==> src/rtl/spi_mm_pkg.sv <==
package spi_mm_pkg;

   localparam int DIV_W = 3;

   localparam int OFF_STATUS = 'h00;
   localparam int OFF_CFG    = 'h10;
   localparam int OFF_CTL    = 'h14;
   localparam int OFF_DATA   = 'h20;

   localparam int CFG_CS_HIGH = 16;
   localparam int CFG_MSB     = 8;
   localparam int CFG_CPOL    = 6;
   localparam int CFG_RX_FALL = 5;
   localparam int CFG_TX_FALL = 4;

   localparam int CTL_EN = 0;
   localparam int CTL_RD = 1;
   localparam int CTL_WR = 2;

   typedef struct packed {
      logic             cs_high;
      logic             msb_first;
      logic             cpol;
      logic             rx_fall;
      logic             tx_fall;
      logic [DIV_W-1:0] div;
   } spi_cfg_t;

endpackage

==> src/rtl/spi_mm_clkgen.sv <==
module spi_mm_clkgen #(
   parameter int DIV_W = 3
) (
   input  logic             clk,
   input  logic             rst_n,
   input  logic             run,
   input  logic [DIV_W-1:0] div,
   output logic             tick
);
   localparam int STOP_CODE = (1 << DIV_W) - 1;
   localparam int MAX_SHIFT = STOP_CODE - 1;
   localparam int CNT_W     = MAX_SHIFT + 1;

   generate
      if (DIV_W < 1 || DIV_W > 4) begin : g_bad_div
         $error("spi_mm_clkgen: DIV_W must be 1..4");
      end
   endgenerate

   logic [CNT_W-1:0] cnt_q;
   logic [CNT_W-1:0] half_m1;
   logic             stopped;

   assign stopped = (div == DIV_W'(STOP_CODE));
   assign half_m1 = (CNT_W'(1) << div) - CNT_W'(1);
   assign tick    = run && !stopped && (cnt_q >= half_m1);

   always_ff @(posedge clk) begin
      if (!rst_n) begin
         cnt_q <= '0;
      end else if (!run || stopped || tick) begin
         cnt_q <= '0;
      end else begin
         cnt_q <= cnt_q + CNT_W'(1);
      end
   end

endmodule

==> src/rtl/spi_mm_shifter.sv <==
module spi_mm_shifter #(
   parameter int FRAME_BITS = 8
) (
   input  logic                  clk,
   input  logic                  rst_n,
   input  logic                  start_wr,
   input  logic                  start_rd,
   input  logic                  tick,
   input  logic                  cpol,
   input  logic                  tx_fall,
   input  logic                  rx_fall,
   input  logic                  msb_first,
   input  logic [FRAME_BITS-1:0] tx_byte,
   input  logic                  miso,
   output logic                  busy,
   output logic                  sck,
   output logic                  mosi,
   output logic                  rx_done,
   output logic [FRAME_BITS-1:0] rx_byte
);
   localparam int ADV_W  = $clog2(FRAME_BITS);
   localparam int TOG_W  = $clog2(2 * FRAME_BITS) + 1;
   localparam int LAST_T = 2 * FRAME_BITS - 1;

   generate
      if (FRAME_BITS < 2) begin : g_bad_frame
         $error("spi_mm_shifter: FRAME_BITS must be at least 2");
      end
   endgenerate

   logic                  busy_q, wr_q, sck_q;
   logic [FRAME_BITS-1:0] txq, rxq, rx_next, tx_rev, rx_rev;
   logic [ADV_W-1:0]      adv_q;
   logic [TOG_W-1:0]      tog_q;
   logic                  sck_n, tx_edge, rx_edge, last;

   genvar i;
   generate
      for (i = 0; i < FRAME_BITS; i++) begin : g_rev
         assign tx_rev[i] = tx_byte[FRAME_BITS-1-i];
         assign rx_rev[i] = rx_next[FRAME_BITS-1-i];
      end
   endgenerate

   assign sck_n   = ~sck_q;
   assign tx_edge = tick & (sck_n ^ tx_fall);
   assign rx_edge = tick & (sck_n ^ rx_fall);
   assign last    = tick && (tog_q == TOG_W'(LAST_T));
   assign rx_next = rx_edge ? {rxq[FRAME_BITS-2:0], miso} : rxq;

   assign busy    = busy_q;
   assign sck     = sck_q;
   assign mosi    = busy_q & wr_q & txq[FRAME_BITS-1];
   assign rx_done = last & ~wr_q;
   assign rx_byte = msb_first ? rx_next : rx_rev;

   always_ff @(posedge clk) begin
      if (!rst_n) begin
         busy_q <= 1'b0;
         wr_q   <= 1'b0;
         sck_q  <= 1'b0;
         txq    <= '0;
         rxq    <= '0;
         adv_q  <= '0;
         tog_q  <= '0;
      end else if (!busy_q) begin
         sck_q <= cpol;
         if (start_wr || start_rd) begin
            busy_q <= 1'b1;
            wr_q   <= start_wr;
            txq    <= msb_first ? tx_byte : tx_rev;
            rxq    <= '0;
            adv_q  <= '0;
            tog_q  <= '0;
         end
      end else if (tick) begin
         sck_q <= last ? cpol : sck_n;
         tog_q <= tog_q + TOG_W'(1);
         rxq   <= rx_next;
         if (tx_edge && adv_q != ADV_W'(FRAME_BITS - 1)) begin
            txq   <= txq << 1;
            adv_q <= adv_q + ADV_W'(1);
         end
         if (last) begin
            busy_q <= 1'b0;
         end
      end
   end

endmodule

==> src/rtl/spi_mm_regs.sv <==
module spi_mm_regs
   import spi_mm_pkg::*;
#(
   parameter int ADDR_W     = 8,
   parameter int DATA_W     = 32,
   parameter int FRAME_BITS = 8
) (
   input  logic                  clk,
   input  logic                  rst_n,
   input  logic                  bus_sel,
   input  logic                  bus_we,
   input  logic [ADDR_W-1:0]     bus_addr,
   input  logic [DATA_W-1:0]     bus_wdata,
   output logic [DATA_W-1:0]     bus_rdata,
   input  logic                  busy,
   input  logic                  rx_done,
   input  logic [FRAME_BITS-1:0] rx_byte,
   output spi_cfg_t              cfg,
   output logic                  enable,
   output logic                  start_wr,
   output logic                  start_rd,
   output logic [FRAME_BITS-1:0] tx_byte
);
   generate
      if (DATA_W <= CFG_CS_HIGH || FRAME_BITS > DATA_W) begin : g_bad_width
         $error("spi_mm_regs: DATA_W too narrow for the register layout");
      end
   endgenerate

   spi_cfg_t              cfg_q;
   logic                  en_q;
   logic [FRAME_BITS-1:0] data_q;
   logic                  wr_hit, rd_hit;
   logic                  wr_cfg, wr_ctl, wr_data;
   logic                  wdata_unused;

   assign wr_hit  = bus_sel & bus_we;
   assign rd_hit  = bus_sel & ~bus_we;
   assign wr_cfg  = wr_hit && (bus_addr == ADDR_W'(OFF_CFG));
   assign wr_ctl  = wr_hit && (bus_addr == ADDR_W'(OFF_CTL));
   assign wr_data = wr_hit && (bus_addr == ADDR_W'(OFF_DATA));

   assign start_wr = wr_ctl & bus_wdata[CTL_WR] & ~busy;
   assign start_rd = wr_ctl & bus_wdata[CTL_RD] & ~bus_wdata[CTL_WR] & ~busy;

   assign cfg     = cfg_q;
   assign enable  = en_q;
   assign tx_byte = data_q;
   assign wdata_unused = &{1'b0, bus_wdata};

   always_ff @(posedge clk) begin
      if (!rst_n) begin
         cfg_q  <= '0;
         en_q   <= 1'b0;
         data_q <= '0;
      end else begin
         if (wr_cfg) begin
            cfg_q.div       <= bus_wdata[DIV_W-1:0];
            cfg_q.tx_fall   <= bus_wdata[CFG_TX_FALL];
            cfg_q.rx_fall   <= bus_wdata[CFG_RX_FALL];
            cfg_q.cpol      <= bus_wdata[CFG_CPOL];
            cfg_q.msb_first <= bus_wdata[CFG_MSB];
            cfg_q.cs_high   <= bus_wdata[CFG_CS_HIGH];
         end
         if (wr_ctl) begin
            en_q <= bus_wdata[CTL_EN];
         end
         if (rx_done) begin
            data_q <= rx_byte;
         end else if (wr_data) begin
            data_q <= bus_wdata[FRAME_BITS-1:0];
         end
      end
   end

   always_comb begin
      bus_rdata = '0;
      if (rd_hit) begin
         case (bus_addr)
            ADDR_W'(OFF_STATUS): bus_rdata[0] = busy;
            ADDR_W'(OFF_CFG): begin
               bus_rdata[DIV_W-1:0]   = cfg_q.div;
               bus_rdata[CFG_TX_FALL] = cfg_q.tx_fall;
               bus_rdata[CFG_RX_FALL] = cfg_q.rx_fall;
               bus_rdata[CFG_CPOL]    = cfg_q.cpol;
               bus_rdata[CFG_MSB]     = cfg_q.msb_first;
               bus_rdata[CFG_CS_HIGH] = cfg_q.cs_high;
            end
            ADDR_W'(OFF_CTL):  bus_rdata[CTL_EN] = en_q;
            ADDR_W'(OFF_DATA): bus_rdata[FRAME_BITS-1:0] = data_q;
            default: bus_rdata = '0;
         endcase
      end
   end

endmodule

==> src/rtl/spi_byte_master.sv <==
module spi_byte_master
   import spi_mm_pkg::*;
#(
   parameter int ADDR_W     = 8,
   parameter int DATA_W     = 32,
   parameter int FRAME_BITS = 8
) (
   input  logic              clk,
   input  logic              rst_n,
   input  logic              bus_sel,
   input  logic              bus_we,
   input  logic [ADDR_W-1:0] bus_addr,
   input  logic [DATA_W-1:0] bus_wdata,
   output logic [DATA_W-1:0] bus_rdata,
   output logic              spi_sck,
   output logic              spi_mosi,
   input  logic              spi_miso,
   output logic              spi_cs
);
   spi_cfg_t              cfg;
   logic                  enable, start_wr, start_rd, busy, tick, rx_done;
   logic                  cfg_cpol;
   logic [DIV_W-1:0]      cfg_div;
   logic [FRAME_BITS-1:0] tx_byte, rx_byte;

   assign cfg_cpol = cfg.cpol;
   assign cfg_div  = cfg.div;

   spi_mm_regs #(
      .ADDR_W(ADDR_W), .DATA_W(DATA_W), .FRAME_BITS(FRAME_BITS)
   ) u_regs (
      .clk(clk), .rst_n(rst_n),
      .bus_sel(bus_sel), .bus_we(bus_we), .bus_addr(bus_addr),
      .bus_wdata(bus_wdata), .bus_rdata(bus_rdata),
      .busy(busy), .rx_done(rx_done), .rx_byte(rx_byte),
      .cfg(cfg), .enable(enable), .start_wr(start_wr),
      .start_rd(start_rd), .tx_byte(tx_byte)
   );

   spi_mm_clkgen #(.DIV_W(DIV_W)) u_clk (
      .clk(clk), .rst_n(rst_n), .run(busy), .div(cfg_div), .tick(tick)
   );

   spi_mm_shifter #(.FRAME_BITS(FRAME_BITS)) u_shift (
      .clk(clk), .rst_n(rst_n),
      .start_wr(start_wr), .start_rd(start_rd), .tick(tick),
      .cpol(cfg_cpol), .tx_fall(cfg.tx_fall), .rx_fall(cfg.rx_fall),
      .msb_first(cfg.msb_first), .tx_byte(tx_byte), .miso(spi_miso),
      .busy(busy), .sck(spi_sck), .mosi(spi_mosi),
      .rx_done(rx_done), .rx_byte(rx_byte)
   );

   assign spi_cs = cfg.cs_high ? enable : ~enable;

endmodule

==> config.mk <==
export PLATFORM = sky130hd
export DESIGN_NAME = spi_byte_master
export DESIGN_NICKNAME = d
export VERILOG_FILES = /design/src/rtl/spi_mm_pkg.sv /design/src/rtl/spi_mm_clkgen.sv /design/src/rtl/spi_mm_shifter.sv /design/src/rtl/spi_mm_regs.sv /design/src/rtl/spi_byte_master.sv
export SDC_FILE = /design/constraint.sdc
export NUM_CORES = 1
export LEC_CHECK = 0
export BUFFER_PORTS_ARGS = -buffer_cell sky130_fd_sc_hd__buf_2
export CAP_MARGIN = 20
export CORE_ASPECT_RATIO = 1.1
export CORE_MARGIN = 2
export CORE_UTILIZATION = 40
export CTS_CLUSTER_DIAMETER = 80
export DETAILED_ROUTE_END_ITERATION = 12
export SYNTH_ARGS = -nofsm -noshare
export SYNTH_HDL_FRONTEND = slang
export SYNTH_SLANG_ARGS = --single-unit
==> constraint.sdc <==
create_clock -name clk -period 4.7 [get_ports clk]
set_input_delay 0.47 -clock clk [delete_from_list [all_inputs] [get_ports clk]]
set_output_delay 0.47 -clock clk [all_outputs]
set_load 0.005 [all_outputs]
==> results summary, run 1 <==
The flow ran to the end, and the final reports show no timing, DRC or antenna violations. In the global route stage, overall resource usage came out at 0.1683. The number of endpoints with negative hold slack in the final report is 0.

The number of buffers created by CTS is 5. The instance count along the most critical hold path is 3. Setup slack closes at 0.8607 ns. The timing-limited maximum frequency is 260.5 MHz. The number of cells in the design after placement came out at 452. The register share of total power came out at 0.550. The number of global-route vias before repair was 2,381.

After the first detailed-routing iteration, the DRC count stood at 96. After filler insertion, the fill cell instance count of the layout stands at 750. The final estimated routing congestion in global placement is 0.8547.

The leakage power figure is 1.375 nW. The switching power share of the total came out at 0.2180. The HPWL after detailed placement came out at 5114 um. The path with the worst hold slack has its endpoint at u_regs.cfg[6]$_SDFFE_PN0P_. The worst stage delay on the critical path is 0.73 ns. The portion of total power attributed to combinational logic came out at 0.041. The first-pass iteration count of the detailed router came out at 4. The count of hold buffers inserted by post-cts repair came out at 0. The post-route clock period utilization is 0.8169.

The total negative slack for setup checks is 0 ns. After synthesis the cells add up to 3069 sq um. The most prevalent standard cell on the critical path is sky130_fd_sc_hd__ha_1.

After detailed routing, the total wire length is 6837 um. The net switching power of the design is 0.1712 mW. The Yosys warning count came out at 0. The number of diodes added for antenna fixing is 0. The internal power component came out at 0.6140 mW. The number of antenna violations at the first check in global routing is 0. The later pin in the worst-skew pair is clocked with a latency of 0.31 ns. The worst hold path class is input port to register.

The transition time at the pin with the least slew margin is 0.7272 ns. The startpoint of the worst-slack reg-to-reg timing path is u_regs.cfg[0]$_SDFFE_PN0P_. The clock transition time at the flip-flop clock pins of the worst setup and hold paths came out at 0.10 ns. The number of synthesized flops with an enable pin came out at 0. Setup violations remaining at the end of the flow were counted as 0. The clock passes through at most 2 buffers. The sum of met3 wire segment lengths after detailed routing came out at 255 um. The residual antenna-violating net count after detailed routing is 0. Port buffering added 35 buffers. The number of gates resized after CTS is 0.

Signal routing reaches up to met4. The setup skew after layout came out at 0.008971 ns. The area growth from synthesis to layout is 6.686%. The largest individual stage delay along the critical path comes from the cell sky130_fd_sc_hd__and3_1.

Dividing the synthesized area by the synthesized cell count gives 8.695 sq um. The share of total power dissipated in the clock network is 0.409. The number of max-capacitance violations reported came out at 0.

The detailed router placed 2,497 vias in this run. Measured along the x axis, the die boundary spans 87.52 um. The number of slew-limit violations in the final report is 0.

The proportion of synthesized flip-flops having asynchronous set or reset came out at 0. In this run the vertical extent of the chip is 95.87 um. The via-per-instance ratio is 5.428.

The worst vdd rail ir drop is 0.1333 mV. Setup repair after global routing left no endpoint under its margin. By instance count, the leading cell after synthesis is sky130_fd_sc_hd__dfxtp_1.

The die covers 8391 sq um. The number of clock sinks is 51. The number of primary I/O pins is 80. At the placement stage, the worst setup path has a slack of 0.8775 ns. The relative slew slack is 0.5130. The post-layout minimum cycle time is 3.839 ns.

The distinct cell type count after synthesis came out at 48. The cell sitting at the root of the clock tree is a sky130_fd_sc_hd__clkbuf_8. The post-synthesis cell count came out at 353. The portion of the post-synthesis area used by sequential elements came out at 0.3327. The critical path start-end classification is register to register. Of the post-synthesis cell area, the dominant cell type holds 0.3327. The largest fanout on the critical path is 18. The number of non-filler instances in the completed layout came out at 460. Traced cell by cell, the critical path runs through or3_1, ha_1, nor3_1, a21o_1, a21oi_1, ha_1, nand4_1, o311ai_2, and3_1, mux2i_1, a221oi_1. The clock tree from TritonCTS is yes.

The arrival time of data at the critical path endpoint came out at 4.06 ns. The site row count is 33. Summed over all instances, the cell type with the most area after synthesis is sky130_fd_sc_hd__dfxtp_1. Counting instances in the post-synthesis netlist gives the leading cell types as sky130_fd_sc_hd__dfxtp_1 (51), sky130_fd_sc_hd__nor2_1 (42), sky130_fd_sc_hd__mux2i_1 (23), sky130_fd_sc_hd__buf_4 (22), sky130_fd_sc_hd__nand3_1 (20). The end of the worst register-to-register path is u_regs.tx_byte[7]$_SDFFE_PN0P_. The fraction of final layout cells with drive strength greater than 1 is 0.1689. For this run, the leading register cell type out of synthesis is sky130_fd_sc_hd__dfxtp_1. The number of nets in the finished design came out at 430.

The worst setup path is captured at a register. The maximum number of pins on one net before global-route repair is 35. The worst hold path begins at bus_wdata[8]. The area of combinational cells with multiple inputs is 1810 sq um. The total power density per cell area is 239.8 nW/um^2. The kind of start point of the critical path is a register. The total design power is 0.7852 mW. The count of state elements after synthesis is 51. The initial core utilization came out at 0.4130.

The count of buffers added by post-CTS timing repair for setup is 0. The required time at the worst-slack endpoint came out at 4.92 ns. Ranked by total cell area, the synthesized netlist is headed by sky130_fd_sc_hd__dfxtp_1 (33%), sky130_fd_sc_hd__mux2i_1 (7.5%), sky130_fd_sc_hd__buf_4 (5.4%), sky130_fd_sc_hd__ha_1 (5.3%), sky130_fd_sc_hd__nor2_1 (5.1%). The average wire length per cell after detail routing came out at 14.86 um. The flop-to-flop setup slack is 0.86 ns. The total DRC errors in the routed layout came out at 0. After global routing the overflow that remains totals 0. The path depth of the worst reg2reg path came out at 11. The number of H-tree branching levels is 2. The sum of routed wire segments on met1 came out at 3281 um. The wire length on met2 is 3233 um.

The sequential cells in the finished layout cover a total of 1021 sq um. In this run the standard cell core region covers 7432 sq um. The first-pass GRT wire length is 11,140 um.
==> layout by cell type, fill, tap and decap left out, types with 9 or more instances in the layout <==
cell type and n:
sky130_fd_sc_hd__nand2_1 14, sky130_fd_sc_hd__and3_1 12, sky130_fd_sc_hd__mux2i_1 23, sky130_fd_sc_hd__a22oi_1 14, sky130_fd_sc_hd__ha_1 13, sky130_fd_sc_hd__buf_2 35
sky130_fd_sc_hd__o21ai_0 17, sky130_fd_sc_hd__inv_1 9, sky130_fd_sc_hd__dfxtp_1 51, sky130_fd_sc_hd__nor2_1 42, sky130_fd_sc_hd__conb_1 22, sky130_fd_sc_hd__nand3_1 20
sky130_fd_sc_hd__mux2_2 10
==> how the worst max path moves through the flow <==
stage / to / startpoint / slack [ns] / depth (start not counted)
final: u_regs.tx_byte[7]$_SDFFE_PN0P_ / u_regs.cfg[0]$_SDFFE_PN0P_ / 0.86 / 11
after global routing: u_regs.tx_byte[5]$_SDFFE_PN0P_ / u_regs.cfg[0]$_SDFFE_PN0P_ / 0.56 / 11
after CTS: u_regs.tx_byte[7]$_SDFFE_PN0P_ / u_regs.cfg[0]$_SDFFE_PN0P_ / 0.87 / 11
after detailed placement: u_regs.tx_byte[7]$_SDFFE_PN0P_ / u_regs.cfg[0]$_SDFFE_PN0P_ / 0.88 / 11
after global placement: u_regs.tx_byte[7]$_SDFFE_PN0P_ / u_regs.cfg[0]$_SDFFE_PN0P_ / 0.90 / 11
after floorplan: u_regs.tx_byte[6]$_SDFFE_PN0P_ / u_regs.cfg[0]$_SDFFE_PN0P_ / 1.50 / 16
==> per-stage QoR <==
step           utilization  cell area (sq um)  hold WS [ns]
2_1_floorplan            -               3148        0.4258
3_3_place_gp        0.4247               3157        0.4436
3_5_place_dp        0.4247               3157        0.4503
4_1_cts             0.4406               3274        0.3918
5_1_grt             0.4406               3274        0.4131
6_report            0.4406               3274        0.3987
==> state kept, by name, indices dropped and copies added, names as in the netlist <==
name,flops
u_clk.cnt_q,7
u_regs.cfg,8
u_shift.wr_q,1
u_regs.enable,1
u_shift.adv_q,3
u_shift.rxq,8
u_regs.tx_byte,8
u_shift.busy,1
u_shift.sck,1
u_shift.txq,8
u_shift.tog_q,5
==> power groups by stage <==
stage	registers (mW)	logic, mW	clock network (mW)
finish	0.432	0.0323	0.321
global route	0.432	0.0365	0.345
CTS	0.432	0.0320	0.330
detailed placement	0.442	0.0319	0
global placement	0.442	0.0318	0
floorplan	0.442	0.0286	0
==> worst max-delay path: cells and delay by family, from the launching register on <==
kind / cells / cell delay, ns
AOI/OAI and AO/OA: 4 / 1.05
muxes: 1 / 0.25
DFF: 1 / 0.41
adders and majority gates: 2 / 0.60
and+or+nand+nor: 4 / 1.46
==> layout make-up <==
| class | count | area share |
|---|---|---|
| inverter | 9 | 0.01032 |
| timing repair buffer | 36 | 0.05579 |
| tap | 87 | 0.03324 |
| clock buffer | 6 | 0.02522 |
| sequential | 51 | 0.3118 |
| multi-input combinational | 269 | 0.5529 |
| clock inverter | 2 | 0.01070 |
==> layer usage <==
layer | global-route usage | vias up
met3 | 0.02830 | 6
met5 | 0 | -
met2 | 0.2689 | 39
met4 | 0.05513 | 0
li1 | - | 1265
met1 | 0.2305 | 1187
==> cells by family after synthesis <==
logic type,Yosys count,synth area share
AND/OR/NAND/NOR,116,0.1953
AO/OA/AOI/OAI,73,0.1688
buffers and inverters,54,0.1031
flip-flops,51,0.3327
multiplexers,33,0.1117
adder cells (fa/ha/maj),13,0.05300
XOR/XNOR,12,0.03424
other,1,0.001222
Power figures use the tool's default switching activity.
==> inputs of run 2 (changes only) <==
ABC_AREA = 1   (was unset)
clock period = 4 ns   (was 4.7 ns; I/O delays follow)
==> results summary, run 2 <==
Of the synthesized area, sequential elements account for 0.3229. Dividing the final minimum period by the clock period gives 0.7922. The signal on the critical path passes through inv_2, nand2_1, ha_1, o21ai_0, a21oi_1, nor2_1, ha_1, nand2_1, inv_1, a21oi_2, nand2_2, nand2_2, nand2_4, nand2_2, inv_2, nor2_1, nor2_1.

The number of max-capacitance violations reported came out at 0. The clock drives 51 sinks. The average wire length per cell after detail routing is 12.86 um.

The repair_antennas step left the layout with diodes totalling 0. STA puts the critical path data arrival time at 3.39 ns. Row generation in the floorplan step produced 34 rows.

In this run the standard cell core region covers 7785 sq um. The number of global-route vias before repair is 2,744. The hold slack is 0.3245 ns. The startpoint of the most critical setup path is u_regs.cfg[2]$_SDFFE_PN0P_. STA classifies the critical path endpoint as a register.

The number of non-filler instances in the completed layout came out at 606. The Yosys warning count is 0. Of the post-synthesis cell area, the dominant cell type holds 0.3229. The startpoint of the worst-slack reg-to-reg timing path is u_regs.cfg[2]$_SDFFE_PN0P_. The HPWL after detailed placement came out at 5611 um. The worst setup path is of the register to register kind. The number of H-tree branching levels is 2. The worst stage delay on the critical path is 0.45 ns. The number of endpoints with negative hold slack in the final report came out at 0. The count of hold buffers inserted by post-cts repair came out at 0.

In this run the remaining antenna-violating nets after routing total 0. Of the total power, the clock network draws 0.383. The leakage power figure came out at 1.514 nW.

The die is 97.25 um tall. The first global-routing pass estimated 12,990 um of wire. Setup violations remaining at the end of the flow were counted as 0. Setup repair after global routing left no endpoint under its margin. The synthesized design spends more area on one cell type than any other, namely sky130_fd_sc_hd__dfxtp_1. The total routed wirelength came out at 7794 um. STA classifies the critical path startpoint as a register. The met1 track demand over resource is 0.2577. In the post-synthesis netlist, the biggest area contributors are sky130_fd_sc_hd__dfxtp_1 (32%), sky130_fd_sc_hd__nand2_1 (12%), sky130_fd_sc_hd__nand3_1 (7.1%), sky130_fd_sc_hd__nor2_1 (6.9%), sky130_fd_sc_hd__buf_4 (5.5%). Of the total power, combinational logic draws 0.049. The internal power of the cells totals 0.6783 mW. After synthesis the netlist holds a flip-flop and latch count of 51. The area of the mapped netlist is 3162 sq um. The largest fanout on the critical path is 14. In the synthesized netlist, the cells that appear most often are sky130_fd_sc_hd__nand2_1 (97), sky130_fd_sc_hd__nor2_1 (58), sky130_fd_sc_hd__dfxtp_1 (51), sky130_fd_sc_hd__nand3_1 (45), sky130_fd_sc_hd__inv_1 (36).

The run finished with clean final reports. Leaving out fill and tap cells, the most frequent cell in the layout is sky130_fd_sc_hd__nand2_1. The net switching power of the design is 0.2152 mW. The worst-skew pair later-pin latency is 0.31 ns. TritonCTS built the clock tree.

The first-iteration detailed-routing DRC count came out at 203. For this run, global-route usage on met2 was measured as 0.2991. After clock tree synthesis, the clock-pin slew on the worst setup and hold paths is 0.10 ns. The total design power came out at 0.8935 mW. The slowest stage of the critical path belongs to the cell sky130_fd_sc_hd__dfxtp_1.

The initial core utilization came out at 0.4061. In this run, post-CTS repair resized a total of 0 instances. The final estimated routing congestion in global placement is 0.8182. The final route contains 3,029 vias. In the synthesized netlist the dominant register cell turns out to be sky130_fd_sc_hd__dfxtp_1. STA puts the critical path data required time at 4.22 ns. The worst vdd rail ir drop is 0.1151 mV. The launch point of the worst hold path is bus_wdata[8]. The post-synthesis cell count is 468. The register share of total power came out at 0.569.

The count of buffers added by post-CTS timing repair for setup came out at 0. In the final design database the tool counted 555 nets. The transition time at the pin with the least slew margin came out at 0.6410 ns. Measured against its own limit, the worst slew margin works out to 0.5720. The total power density per cell area came out at 259.9 nW/um^2. The final standard cell utilization of the core came out at 0.4417.

Of the total power, the share spent switching nets is 0.2408. The via-per-instance ratio came out at 4.998. Counting the buffers created by CTS gives 5. The setup skew after layout is 0.004151 ns. The longest clock path from root to sink contains 2 buffers. The pre-antenna-repair detailed-routing pass consisted of 4 iterations. The maximum number of pins on one net before global-route repair is 30. The timing-limited maximum frequency came out at 315.6 MHz. For met3 alone, demand over resource in global routing was 0.02804. The number of slew-limit violations in the final report is 0. After synthesis, the netlist uses 37 different library cells. The synthesized area per cell is 6.756 sq um. The floorplan step defined a die boundary enclosing 8632 sq um. The count of buffers from port buffering came out at 35. The synthesis-to-finish area growth is 8.746%. The overall die width came out at 88.77 um. The post-layout minimum cycle time came out at 3.169 ns. Across every metal layer, demand over resource in global routing totals 0.1888. The number of primary I/O pins is 80. By instance count, the leading cell after synthesis is sky130_fd_sc_hd__nand2_1. The proportion of synthesized flip-flops having asynchronous set or reset is 0. The layer with the highest usage is met2. The synthesized design contains 0 enable-type register cells. The global-route congestion overflow total came out at 0. The root buffer cell chosen for the clock tree is sky130_fd_sc_hd__clkbuf_8.

The number of antenna violations at the first check in global routing was 0. The worst hold path class is input port to register. The total DRC errors in the routed layout came out at 0. The number of cells in the design after placement is 598. In the layout the commonest cells are sky130_fd_sc_hd__nand2_1 (97), sky130_fd_sc_hd__nor2_1 (58), sky130_fd_sc_hd__dfxtp_1 (51). The total negative slack for setup checks came out at 0 ns. The fraction of final layout cells with drive strength greater than 1 is 0.1265.
[run 2: changes by cell type after synthesis, moves of 7 or more]
cell	before	now
sky130_fd_sc_hd__a21oi_1	8	32
sky130_fd_sc_hd__a221oi_1	7	0
sky130_fd_sc_hd__a22oi_1	14	0
sky130_fd_sc_hd__and3_1	12	0
sky130_fd_sc_hd__inv_1	9	36
sky130_fd_sc_hd__mux2_2	10	0
sky130_fd_sc_hd__mux2i_1	23	0
sky130_fd_sc_hd__nand2_1	14	97
sky130_fd_sc_hd__nand3_1	20	45
sky130_fd_sc_hd__nand4_1	3	10
sky130_fd_sc_hd__nor2_1	42	58
sky130_fd_sc_hd__o211ai_1	8	1
sky130_fd_sc_hd__o21ai_0	17	26
sky130_fd_sc_hd__o21ai_1	1	9
[run 2: layout make-up]
cell class / instances / area [sq um]
fillers: 806 / 4347
flip-flops and latches: 51 / 1021
clock inverters: 1 / 7.507
inverters: 42 / 157.7
multi-input cells: 360 / 1831
repair buffers: 37 / 190.2
clock buffers: 7 / 96.34
well taps: 108 / 135.1
[run 2: worst paths after layout]
| check | slack (ns) | endpoint | cells after the start |
|---|---|---|---|
| max reg2reg | 0.83 | u_shift.txq[0]$_SDFFE_PN0P_ | 17 |
| max | 0.83 | u_shift.txq[0]$_SDFFE_PN0P_ | 17 |
| min | 0.32 | u_regs.cfg[6]$_SDFFE_PN0P_ | 3 |
| min reg2reg | 0.47 | u_clk.cnt_q[0]$_SDFF_PP0_ | 1 |
[run 2: critical path: cells and delay by family, from the launching register on]
| kind | cells | cell delay, ns |
|---|---|---|
| AND/OR/NAND/NOR | 9 | 1.28 |
| adder cells (fa/ha/maj) | 2 | 0.50 |
| AO/OA/AOI/OAI | 3 | 0.50 |
| flip-flops | 1 | 0.45 |
| buffers and inverters | 3 | 0.32 |
[run 2: metal layers]
layer / up-vias / part of all wire
li1: 1568 / -
met1: 1372 / 0.48
met2: 77 / 0.46
met3: 12 / 0.041
met4: 0 / 0.021
met5: - / 0
[run 2: power by group through the flow]
stage / Clock, mW / Sequential [mW] / Combinational (mW)
global route: 0.370 / 0.508 / 0.0495
CTS: 0.349 / 0.508 / 0.0432
finish: 0.342 / 0.508 / 0.0437
floorplan: 0 / 0.520 / 0.0403
detailed placement: 0 / 0.520 / 0.0431
global placement: 0 / 0.520 / 0.0429
[run 2: per-stage QoR]
stage	setup WS (ns)	area (sq um)
finish	0.8313	3438
CTS	0.8179	3438
detailed placement	0.8329	3334
global placement	0.8828	3334
global route	0.4874	3438
floorplan	1.549	3241
[run 2: cells by family after synthesis]
family	count (synthesis)	share of synthesized area
buf+inv	78	0.1231
compound gates	84	0.1452
other cells	1	0.001186
simple gates	234	0.3344
flops	51	0.3229
fa+ha+maj	13	0.05145
xor+xnor	7	0.02177
==> inputs of run 3 (changes only) <==
PLACE_DENSITY = 0.65   (was unset)
clock period = 2.7 ns   (was 4 ns; I/O delays follow)
==> results summary, run 3 (synthesis results as in run 2) <==
The run finished with clean final reports. The total design power came out at 1.396 mW. In the routed layout, each cell is associated on average with a via count of 5.066. IR analysis of the VDD net gives a maximum drop of 0.2015 mV. The post-route worst setup slack came out at 0.1681 ns. Counting along the longest clock path gives a buffer depth of 2. Along the worst path, the maximum fanout reaches 8.

The area growth from synthesis to layout is 20.26%. The relative slew slack is 0.5709. The total number of cells along the worst setup path came out at 17. The number of endpoints with negative hold slack in the final report came out at 0. The required time at the worst-slack endpoint came out at 2.91 ns. The post-layout minimum cycle time came out at 2.532 ns. For this run, the slowest stage of the critical path takes 0.38 ns. The worst setup path is launched from a register.

The number of clock sinks is 51. The instance count along the most critical hold path is 3. The number of nets in the finished design is 570. Together, buffers and inverters on the worst path number 2.

Leaving out fill and tap cells, the most frequent cell in the layout is sky130_fd_sc_hd__nand2_1. The final estimated routing congestion in global placement came out at 0.8940. The fraction of final layout cells with drive strength greater than 1 is 0.2222. The number of slew-limit violations in the final report is 0. On the final layout, the worst clock skew is 0.01563 ns. The number of antenna violations at the first check in global routing is 0. The global-route congestion overflow total came out at 0.

The routed layout has 3,146 vias. The worst-skew pair later-pin latency came out at 0.31 ns. Of the available clock period, the critical path in the final layout requires 0.9377. The first-pass GRT wire length is 13,390 um. The die is 88.77 um wide.

In this run the most critical hold path is launched from bus_wdata[8]. Timing would allow up to 395.0 MHz. For the pin with the worst max-slew slack, the measured transition is 0.6401 ns. TritonCTS created 5 clock buffers. The largest delay contributor family on the critical path is simple AND/OR/NAND/NOR gates. The leakage power figure is 1.668 nW. Leaving out fill and tap cells, the most frequent cells in the layout are sky130_fd_sc_hd__nand2_1 (85), sky130_fd_sc_hd__nor2_1 (56), sky130_fd_sc_hd__dfxtp_1 (49). The count of hold buffers inserted by post-cts repair came out at 0. The site row count is 34.

The clock transition time at the flip-flop clock pins of the worst setup and hold paths came out at 0.10 ns. The total routed wirelength is 8156 um. For this configuration, the core starts out at a cell density of 0.4061. The average wire length per cell after detail routing came out at 13.13 um. The clock root buffer is sky130_fd_sc_hd__clkbuf_8. The region available for standard cell placement spans 7785 sq um. The startpoint of the worst-slack reg-to-reg timing path is u_regs.cfg[1]$_SDFFE_PN0P_.

The vertical extent of the die came out at 97.25 um. STA puts the critical path data arrival time at 2.75 ns. The first-pass iteration count of the detailed router came out at 4.

The residual antenna-violating net count after detailed routing is 0. For this run, design rule violations remaining after detail routing come to 0. The worst slack at placement came out at 0.006481 ns. In the global route stage, overall resource usage came out at 0.1910.

TritonCTS built the clock tree. After the first detailed-routing iteration, the DRC count stood at 154. The number of max-capacitance violations reported is 0. The critical path start-end classification is register to register. The path depth of the worst reg2reg path is 17.

The count of buffers from port buffering is 35. The number of H-tree branching levels came out at 2. The tightest min-delay check is of the input port to register type.

The HPWL after detailed placement came out at 5911 um. The setup-violating endpoint count in the final report came out at 0. The number of global-route vias before repair came to 2,902. The area of the die is 8632 sq um. The hold slack is 0.1852 ns.

The critical path goes through nor2_4, nand2_2, ha_4, xor2_1, ha_1, nand2_1, inv_1, nand2_1, nand2_1, nand2_2, nand2_2, buf_6, nand3_4, nand2_4, nand3_1, nand3_2, a21oi_1. The number of fill cells is 775. The maximum number of pins on one net before global-route repair came out at 30. The total power density per cell area is 367.0 nW/um^2.

The critical path starts at u_regs.cfg[1]$_SDFFE_PN0P_. The cell with the largest stage delay on the worst path is sky130_fd_sc_hd__dfxtp_4. The number of diodes added for antenna fixing is 0.

STA classifies the critical path endpoint as a register. The number of primary I/O pins came out at 80.
## run 3: worst reg2reg max path, stage by stage (launching register included)
cell,delay [ns]
sky130_fd_sc_hd__dfxtp_4,0.38
sky130_fd_sc_hd__nor2_4,0.12
sky130_fd_sc_hd__nand2_2,0.08
sky130_fd_sc_hd__ha_4,0.19
sky130_fd_sc_hd__xor2_1,0.17
sky130_fd_sc_hd__ha_1,0.30
sky130_fd_sc_hd__nand2_1,0.05
sky130_fd_sc_hd__inv_1,0.04
sky130_fd_sc_hd__nand2_1,0.04
sky130_fd_sc_hd__nand2_1,0.10
sky130_fd_sc_hd__nand2_2,0.09
sky130_fd_sc_hd__nand2_2,0.10
sky130_fd_sc_hd__buf_6,0.13
sky130_fd_sc_hd__nand3_4,0.22
sky130_fd_sc_hd__nand2_4,0.18
sky130_fd_sc_hd__nand3_1,0.09
sky130_fd_sc_hd__nand3_2,0.10
sky130_fd_sc_hd__a21oi_1,0.06
## run 3: final timing paths
check	endpoint	slack, ns
min	u_regs.cfg[6]$_SDFFE_PN0P_	0.19
max	u_regs.tx_byte[6]$_SDFFE_PN0P_	0.17
max reg2reg	u_regs.tx_byte[6]$_SDFFE_PN0P_	0.17
min reg2reg	u_clk.cnt_q[0]$_SDFF_PP0_	0.47
## run 3: repair_timing
item / CTS / global route
buffers inserted: 0 / 5
pin swaps: 2 / 18
endpoints found under the setup margin: 13 / 36
gates resized for setup: 2 / 52
gates cloned: 0 / 0
## run 3: layer usage
| layer | share of wire | vias to the layer above | global-route usage | wire length (um) |
|---|---|---|---|---|
| met5 | 0 | - | 0 | 0 |
| met4 | 0.013 | 0 | 0.05245 | 102 |
| met3 | 0.047 | 8 | 0.03059 | 380 |
| met2 | 0.47 | 83 | 0.3065 | 3865 |
| met1 | 0.47 | 1451 | 0.2629 | 3806 |
| li1 | - | 1604 | - | - |
## run 3: report_power, final
group	switching (mW)	internal, mW	leakage, nW
Combinational	0.0474	0.0213	1.19
Sequential	0.000480	0.750	0.412
Clock	0.271	0.305	0.0618
Total	0.319	1.08	1.67
## run 3: area by class of cell
cell class	count	area, sq um	share of cell area
multi-input cells	360	2026	0.5327
flip-flops and latches	51	1028	0.2705
repair buffers	52	331.6	0.08720
inverters	42	160.2	0.04212
well taps	108	135.1	0.03554
clock buffers	6	82.58	0.02172
clock inverters	2	38.79	0.01020
## run 3: stage by stage
stage | util | instances | instance area, sq um | setup TNS, ns
6_report | 0.4884 | 621 | 3802 | 0
5_1_grt | 0.4884 | 621 | 3802 | -0.01255
4_1_cts | 0.4561 | 616 | 3551 | 0
3_5_place_dp | 0.4396 | 608 | 3422 | 0
3_3_place_gp | 0.4396 | 608 | 3422 | 0
2_1_floorplan | - | 489 | 3241 | 0
